$ cat config.mk
export PLATFORM = sky130hd
export DESIGN_NAME = i2c_addr_recog
export DESIGN_NICKNAME = d
export VERILOG_FILES = /design/src/rtl/i2c_ar_pkg.sv /design/src/rtl/i2c_ar_shift.sv /design/src/rtl/i2c_ar_match.sv /design/src/rtl/i2c_ar_fsm.sv /design/src/rtl/i2c_addr_recog.sv
export SDC_FILE = /design/constraint.sdc
export NUM_CORES = 1
export LEC_CHECK = 0
export BUFFER_PORTS_ARGS = -buffer_cell sky130_fd_sc_hd__buf_4
export CAP_MARGIN = 20
export CORE_MARGIN = 1.5
export CORE_UTILIZATION = 50
export DETAILED_ROUTE_END_ITERATION = 10
export GPL_TIMING_DRIVEN = 0
export PLACE_DENSITY = 0.85
export RECOVER_POWER = 25
export REMOVE_ABC_BUFFERS = 1
export SETUP_SLACK_MARGIN = 0.1
export SKIP_LAST_GASP = 1
export SLEW_MARGIN = 25
export SYNTH_ARGS = -nofsm -noshare
export SYNTH_HDL_FRONTEND = slang
export SYNTH_SLANG_ARGS = --single-unit
$ cat constraint.sdc
create_clock -name clk -period 2.01 [get_ports clk]
set_input_delay 0.402 -clock clk [delete_from_list [all_inputs] [get_ports clk]]
set_output_delay 0.402 -clock clk [all_outputs]
set_load 0.1 [all_outputs]
$ cat src/rtl/i2c_ar_pkg.sv
package i2c_ar_pkg;

    localparam int BYTE_W  = 8;
    localparam int ADDR_W  = 10;
    localparam int SHORT_W = 7;
    localparam logic [4:0] TEN_HDR = 5'b11110;

    typedef enum logic [3:0] {
        ST_IDLE,
        ST_FIRST,
        ST_SECOND,
        ST_DATA,
        ST_SKIP,
        ST_ACKWAIT,
        ST_HOLD,
        ST_DRIVE,
        ST_TAIL
    } ar_state_t;

endpackage

$ cat src/rtl/i2c_ar_shift.sv
module i2c_ar_shift #(
    parameter int W = 8
) (
    input  logic         clk,
    input  logic         rst_n,
    input  logic         clr,
    input  logic         en,
    input  logic         bit_vld,
    input  logic         bit_dat,
    output logic         byte_done,
    output logic [W-1:0] byte_q
);
    localparam int CW = $clog2(W);

    logic [CW-1:0] cnt;
    logic [W-1:0]  sh;

    always_ff @(posedge clk or negedge rst_n) begin
        if (!rst_n) begin
            cnt <= '0;
            sh  <= '0;
        end else if (clr) begin
            cnt <= '0;
        end else if (en && bit_vld) begin
            sh <= {sh[W-2:0], bit_dat};
            if (cnt == CW'(W-1)) cnt <= '0;
            else                 cnt <= cnt + 1'b1;
        end
    end

    assign byte_done = en && bit_vld && (cnt == CW'(W-1));
    assign byte_q    = {sh[W-2:0], bit_dat};

endmodule

$ cat src/rtl/i2c_ar_match.sv
module i2c_ar_match
    import i2c_ar_pkg::*;
(
    input  logic [BYTE_W-1:0] rx_byte,
    input  logic [ADDR_W-1:0] own_addr,
    input  logic              ten_bit,
    input  logic              gc_en,
    output logic              hit_gc,
    output logic              hit_sb,
    output logic              hit_short,
    output logic              hit_hdr,
    output logic              hit_low
);
    logic zero_addr;

    always_comb begin
        zero_addr = (rx_byte[BYTE_W-1:1] == '0);
        hit_gc    = gc_en && zero_addr && !rx_byte[0];
        hit_sb    = gc_en && zero_addr &&  rx_byte[0];
        hit_short = !ten_bit && (rx_byte[BYTE_W-1:1] == own_addr[SHORT_W-1:0]);
        hit_hdr   = ten_bit && (rx_byte == {TEN_HDR, own_addr[ADDR_W-1:BYTE_W], 1'b0});
        hit_low   = ten_bit && (rx_byte == own_addr[BYTE_W-1:0]);
    end

endmodule

$ cat src/rtl/i2c_ar_fsm.sv
module i2c_ar_fsm
    import i2c_ar_pkg::*;
(
    input  logic              clk,
    input  logic              rst_n,
    input  logic              start_evt,
    input  logic              stop_evt,
    input  logic              bit_vld,
    input  logic              scl_fall,
    input  logic              byte_done,
    input  logic [BYTE_W-1:0] rx_byte,
    input  logic              hit_gc,
    input  logic              hit_sb,
    input  logic              hit_short,
    input  logic              hit_hdr,
    input  logic              hit_low,
    input  logic              sw_mode,
    input  logic              host_nak,
    input  logic              host_wr,
    output logic              rx_en,
    output logic              sda_low,
    output logic              scl_low,
    output logic              match_irq,
    output logic              gc_hit,
    output logic              gc_rw,
    output logic              rx_irq,
    output logic [BYTE_W-1:0] rx_data
);
    ar_state_t         state_q, state_n;
    ar_state_t         resume_q, resume_n;
    logic              ack_q, ack_n;
    logic              host_q, host_n;
    logic              mirq_q, mirq_n;
    logic              rirq_q, rirq_n;
    logic              gch_q, gch_n;
    logic              gcr_q, gcr_n;
    logic [BYTE_W-1:0] rxd_q, rxd_n;

    // next-state and next-register logic
    always_comb begin
        state_n  = state_q;
        resume_n = resume_q;
        ack_n    = ack_q;
        host_n   = host_q;
        mirq_n   = 1'b0;
        rirq_n   = 1'b0;
        gch_n    = gch_q;
        gcr_n    = gcr_q;
        rxd_n    = rxd_q;
        if (stop_evt) begin
            state_n = ST_IDLE;
            ack_n   = 1'b0;
            host_n  = 1'b0;
        end else if (start_evt) begin
            state_n = ST_FIRST;
            ack_n   = 1'b0;
            host_n  = 1'b0;
            gch_n   = 1'b0;
            gcr_n   = 1'b0;
        end else begin
            unique case (state_q)
                ST_IDLE: begin
                end
                ST_FIRST: begin
                    if (byte_done) begin
                        if (sw_mode) begin
                            rirq_n   = 1'b1;
                            rxd_n    = rx_byte;
                            host_n   = 1'b1;
                            ack_n    = 1'b0;
                            resume_n = ST_DATA;
                            state_n  = ST_ACKWAIT;
                        end else if (hit_gc) begin
                            mirq_n   = 1'b1;
                            gch_n    = 1'b1;
                            gcr_n    = 1'b0;
                            host_n   = 1'b0;
                            ack_n    = !host_nak;
                            resume_n = ST_DATA;
                            state_n  = ST_ACKWAIT;
                        end else if (hit_sb) begin
                            mirq_n   = 1'b1;
                            gch_n    = 1'b1;
                            gcr_n    = 1'b1;
                            state_n  = ST_SKIP;
                        end else if (hit_short) begin
                            mirq_n   = 1'b1;
                            host_n   = 1'b0;
                            ack_n    = !host_nak;
                            resume_n = rx_byte[0] ? ST_SKIP : ST_DATA;
                            state_n  = ST_ACKWAIT;
                        end else if (hit_hdr) begin
                            host_n   = 1'b0;
                            ack_n    = !host_nak;
                            resume_n = ST_SECOND;
                            state_n  = ST_ACKWAIT;
                        end else begin
                            state_n  = ST_SKIP;
                        end
                    end
                end
                ST_SECOND: begin
                    if (byte_done) begin
                        if (sw_mode) begin
                            rirq_n   = 1'b1;
                            rxd_n    = rx_byte;
                            host_n   = 1'b1;
                            ack_n    = 1'b0;
                            resume_n = ST_DATA;
                            state_n  = ST_ACKWAIT;
                        end else if (hit_low) begin
                            mirq_n   = 1'b1;
                            host_n   = 1'b0;
                            ack_n    = !host_nak;
                            resume_n = ST_DATA;
                            state_n  = ST_ACKWAIT;
                        end else begin
                            state_n  = ST_SKIP;
                        end
                    end
                end
                ST_DATA: begin
                    if (byte_done) begin
                        rirq_n   = 1'b1;
                        rxd_n    = rx_byte;
                        host_n   = sw_mode;
                        ack_n    = sw_mode ? 1'b0 : !host_nak;
                        resume_n = ST_DATA;
                        state_n  = ST_ACKWAIT;
                    end
                end
                ST_SKIP: begin
                end
                ST_ACKWAIT: begin
                    if (scl_fall) state_n = host_q ? ST_HOLD : ST_DRIVE;
                end
                ST_HOLD: begin
                    if (host_wr) begin
                        ack_n   = !host_nak;
                        host_n  = 1'b0;
                        state_n = ST_DRIVE;
                    end
                end
                ST_DRIVE: begin
                    if (bit_vld) state_n = ST_TAIL;
                end
                ST_TAIL: begin
                    if (scl_fall) begin
                        ack_n   = 1'b0;
                        state_n = resume_q;
                    end
                end
                default: state_n = ST_IDLE;
            endcase
        end
    end

    // state register
    always_ff @(posedge clk or negedge rst_n) begin
        if (!rst_n) begin
            state_q  <= ST_IDLE;
            resume_q <= ST_IDLE;
            ack_q    <= 1'b0;
            host_q   <= 1'b0;
            mirq_q   <= 1'b0;
            rirq_q   <= 1'b0;
            gch_q    <= 1'b0;
            gcr_q    <= 1'b0;
            rxd_q    <= '0;
        end else begin
            state_q  <= state_n;
            resume_q <= resume_n;
            ack_q    <= ack_n;
            host_q   <= host_n;
            mirq_q   <= mirq_n;
            rirq_q   <= rirq_n;
            gch_q    <= gch_n;
            gcr_q    <= gcr_n;
            rxd_q    <= rxd_n;
        end
    end

    // outputs
    always_comb begin
        rx_en     = (state_q == ST_FIRST) || (state_q == ST_SECOND) || (state_q == ST_DATA);
        sda_low   = ack_q && ((state_q == ST_DRIVE) || (state_q == ST_TAIL));
        scl_low   = (state_q == ST_HOLD);
        match_irq = mirq_q;
        rx_irq    = rirq_q;
        gc_hit    = gch_q;
        gc_rw     = gcr_q;
        rx_data   = rxd_q;
    end


    stop_release_chk: assert property (@(posedge clk) disable iff (!rst_n)
        stop_evt |=> (!sda_low && !scl_low));


    hold_keep_chk: assert property (@(posedge clk) disable iff (!rst_n)
        (scl_low && !host_wr && !start_evt && !stop_evt) |=> scl_low);


    hold_release_chk: assert property (@(posedge clk) disable iff (!rst_n)
        (scl_low && host_wr && !start_evt && !stop_evt) |=> !scl_low);


    sbyte_noack_chk: assert property (@(posedge clk) disable iff (!rst_n)
        (gc_hit && gc_rw) |-> !sda_low);


    irq_pulse_chk: assert property (@(posedge clk) disable iff (!rst_n)
        match_irq |=> !match_irq);


    sda_slot_chk: assert property (@(posedge clk) disable iff (!rst_n)
        sda_low |-> !rx_en);

endmodule

$ cat src/rtl/i2c_addr_recog.sv
module i2c_addr_recog
    import i2c_ar_pkg::*;
(
    input  logic              clk,
    input  logic              rst_n,
    input  logic              start_evt,
    input  logic              stop_evt,
    input  logic              bit_vld,
    input  logic              bit_dat,
    input  logic              scl_fall,
    input  logic [ADDR_W-1:0] own_addr,
    input  logic              ten_bit,
    input  logic              gc_en,
    input  logic              sw_mode,
    input  logic              host_nak,
    input  logic              host_wr,
    output logic              sda_low,
    output logic              scl_low,
    output logic              match_irq,
    output logic              gc_hit,
    output logic              gc_rw,
    output logic              rx_irq,
    output logic [BYTE_W-1:0] rx_data
);
    logic              rx_en;
    logic              byte_done;
    logic [BYTE_W-1:0] rx_byte;
    logic              hit_gc, hit_sb, hit_short, hit_hdr, hit_low;

    i2c_ar_shift #(.W(BYTE_W)) u_shift (
        .clk       (clk),
        .rst_n     (rst_n),
        .clr       (start_evt || stop_evt),
        .en        (rx_en),
        .bit_vld   (bit_vld),
        .bit_dat   (bit_dat),
        .byte_done (byte_done),
        .byte_q    (rx_byte)
    );

    i2c_ar_match u_match (
        .rx_byte   (rx_byte),
        .own_addr  (own_addr),
        .ten_bit   (ten_bit),
        .gc_en     (gc_en),
        .hit_gc    (hit_gc),
        .hit_sb    (hit_sb),
        .hit_short (hit_short),
        .hit_hdr   (hit_hdr),
        .hit_low   (hit_low)
    );

    i2c_ar_fsm u_fsm (
        .clk       (clk),
        .rst_n     (rst_n),
        .start_evt (start_evt),
        .stop_evt  (stop_evt),
        .bit_vld   (bit_vld),
        .scl_fall  (scl_fall),
        .byte_done (byte_done),
        .rx_byte   (rx_byte),
        .hit_gc    (hit_gc),
        .hit_sb    (hit_sb),
        .hit_short (hit_short),
        .hit_hdr   (hit_hdr),
        .hit_low   (hit_low),
        .sw_mode   (sw_mode),
        .host_nak  (host_nak),
        .host_wr   (host_wr),
        .rx_en     (rx_en),
        .sda_low   (sda_low),
        .scl_low   (scl_low),
        .match_irq (match_irq),
        .gc_hit    (gc_hit),
        .gc_rw     (gc_rw),
        .rx_irq    (rx_irq),
        .rx_data   (rx_data)
    );

endmodule

==> results.json <==
{
  "status": "complete, but fails checks",
  "violations": "capacitance limit, slew limit, setup timing",
  "setup_ws_ns": -0.172,
  "cts.path.max_buffers": 2,
  "finalSetupViolations": 6,
  "ys_top_cells_by_count": "nand2_1 (33), dfrtp_1 (31), nor2_1 (16)",
  "dr.max_layer_used": "met4",
  "grt_max_degree": 32,
  "setup.worst_path.start_class": "flip-flop",
  "crit_fanout": 3,
  "dieArea_sq_um": 4240,
  "peakVddDrop_mv": 0.452,
  "finClkSkew_ns": 0.00714,
  "maxCapViolations": 1,
  "fp.coreArea_sq_um": 3690,
  "synth_area_sq_um": 1930,
  "hold_viol": 0,
  "wl_um": 5290,
  "p_total_mw": 1.84,
  "grt_antenna_before_repair": 0,
  "ys_seq_area_frac": 0.402,
  "vias": 1796,
  "synthTopCellsByArea": "dfrtp_1 (40%), nand2_1 (6.4%), xnor2_1 (6.4%), mux2_2 (4.7%), nor2_1 (3.1%)",
  "final_cell_area_sq_um": 2620,
  "syn2layout_area_growth_pct": 35.7,
  "hold_path_class": "primary input to flip-flop",
  "numPortBuffers": 35,
  "cts_sinks": 31,
  "synth_most_common_cell": "nand2_1",
  "top_level_ports": 36,
  "worst_hold_slack_ns": 0.334,
  "syn_inst": 207,
  "ctsHoldBuffers": 0,
  "timing.rr.start": "u_shift.sh[0]$_DFFE_PN0P_",
  "relSlewSlack": -0.101,
  "rsz0062_at_grt": "true",
  "wl_met1_um": 2160,
  "wl_met2_um": 2670,
  "period_share": 1.09,
  "wl_per_cell_um": 17.0,
  "yosysWarnings": 0,
  "dp_hpwl_um": 3020,
  "syn_area_per_cell_sq_um": 9.32,
  "synth_top_area_frac": 0.402,
  "async_flop_share": 1.00,
  "hp-start": "start_evt",
  "worstSetupStartpoint": "u_shift.sh[0]$_DFFE_PN0P_",
  "post-route-util": 0.710,
  "synth_seq_cells": 31,
  "synth_cell_type_count": 48,
  "grt_usage": 0.235,
  "drcViolationCount": 0,
  "routed_via_density": 5.77,
  "final_antenna_net_count": 0,
  "clk_pin_slew_worst_paths_ns": 0.06,
  "timing.rr.end": "u_fsm.match_irq$_DFF_PN0_",
  "grt_pass1_wl_um": 7620,
  "critPathRequiredTime_ns": 2.17,
  "place_area_sq_um": 2190,
  "fp.dieW_um": 65.1,
  "clock_latency_ns": 0.28,
  "slew_viol_final": 32,
  "powerDensity_nw_per_um2": 702,
  "grt-ovfl-total": 0,
  "endpoint_kind": "flip-flop",
  "synth_edf_count": 0,
  "met3_length_um": 310,
  "dr.pass1.iters": 4,
  "grt_pass1_vias": 1638,
  "initial_utilization": 0.523,
  "critPathArrivalTime_ns": 2.35,
  "antenna_cells": 0,
  "worst_slew_pin_slew_ns": 1.65,
  "cts_tree": "done",
  "fin_tns_setup_ns": -0.488,
  "reg2regPathDepth": 8,
  "drtIter0Drc": 242,
  "max_freq_mhz": 458,
  "min_period_ns": 2.18,
  "fin_nets": 286,
  "yosysTopAreaCell": "dfrtp_1",
  "rows": 22,
  "place_congestion": 0.909,
  "clock-root-buffer": "clkbuf_8",
  "hold-path-cell-count": 2,
  "crit_type": "flip-flop to flip-flop",
  "ff2ff_setup_slack_ns": -0.17,
  "min_to": "u_fsm.gc_hit$_DFFE_PN0P_",
  "drive_above_1_share": 0.411,
  "cts_max_level": 2,
  "synth_ff_type": "dfrtp_1",
  "leakagePower_nw": 1.22,
  "die_y_um": 65.1,
  "numCtsBuffers": 5
}
==> registers in the layout, summed over array words and instances, names as in the netlist <==
register	cells
u_fsm.ack_q	1
u_fsm.gc_hit	1
u_fsm.gc_rw	1
u_fsm.host_q	1
u_fsm.match_irq	1
u_fsm.resume_q	3
u_fsm.rx_data	8
u_fsm.rx_irq	1
u_fsm.state_q	4
u_shift.cnt	3
u_shift.sh	7
==> logic make-up after synthesis <==
logic type / share of synthesized area
xor+xnor: 0.0817
compound gates: 0.126
mux: 0.0882
buf+inv: 0.0415
simple gates: 0.242
flops: 0.402
fa+ha+maj: 0.0182
==> report_power, final <==
part           switching (mW)  internal (mW)  total (mW)
Clock                   0.221          0.312       0.533
Sequential             0.0872          0.664       0.752
Combinational           0.262          0.291       0.553
Total                   0.570           1.27        1.84
==> worst max-delay path: stages (launching register included) <==
cell and delay [ns]:
dfrtp_2 0.44, xor2_2 0.15, or4_4 0.53, o21ba_4 0.23, buf_6 0.11, buf_4 0.12
a21oi_2 0.11, nor2_1 0.06, nor4_1 0.32
==> metal layers <==
metal,vias to the layer above,global-route usage
met5,-,0
met4,0,0.112
met3,20,0.0497
met2,84,0.380
met1,858,0.302
li1,834,-
==> layout make-up <==
type,instances,area [sq um]
Clock buffer,8,100
Fill cell,237,1070
Inverter,5,18.8
Multi-Input combinational cell,158,1180
Sequential cell,31,785
Tap cell,48,60.1
Timing Repair Buffer,61,478
==> worst max path at each step <==
stage / endpoint / slack, ns
floorplan: u_fsm.state_q[0]$_DFFE_PN0P_ / -2.80
global placement: u_fsm.state_q[0]$_DFFE_PN0P_ / -0.33
detailed placement: u_fsm.rx_data[1]$_DFFE_PN0P_ / -0.39
CTS: u_fsm.resume_q[0]$_DFFE_PN0P_ / -0.10
global route: u_fsm.state_q[0]$_DFFE_PN0P_ / -0.23
finish: u_fsm.match_irq$_DFF_PN0_ / -0.17
==> layout by cell type, fill, tap and decap left out, types with 3 or more instances in the layout <==
cell type and count:
buf_4 52, nand2_1 33, dfrtp_1 24, nor2_1 16, xnor2_1 14, a21oi_1 9
mux2_2 8, clkbuf_8 7, buf_6 7, dfrtp_2 7, nand3_1 5, inv_1 5
o21ai_0 5, mux2i_1 5, nand4_1 4, nor4_1 3, xor2_1 3
==> per-stage QoR <==
stage,std cells,setup slack [ns]
global route,311,-0.233
CTS,297,-0.101
global placement,277,-0.335
detailed placement,277,-0.393
finish,311,-0.172
floorplan,194,-2.80
==> what timing repair did <==
action	CTS	global route
gates resized for setup	14	24
setup endpoints to repair	20	20
buffers inserted	12	14
pin swaps	6	6
(Power assumes the default switching activity.)
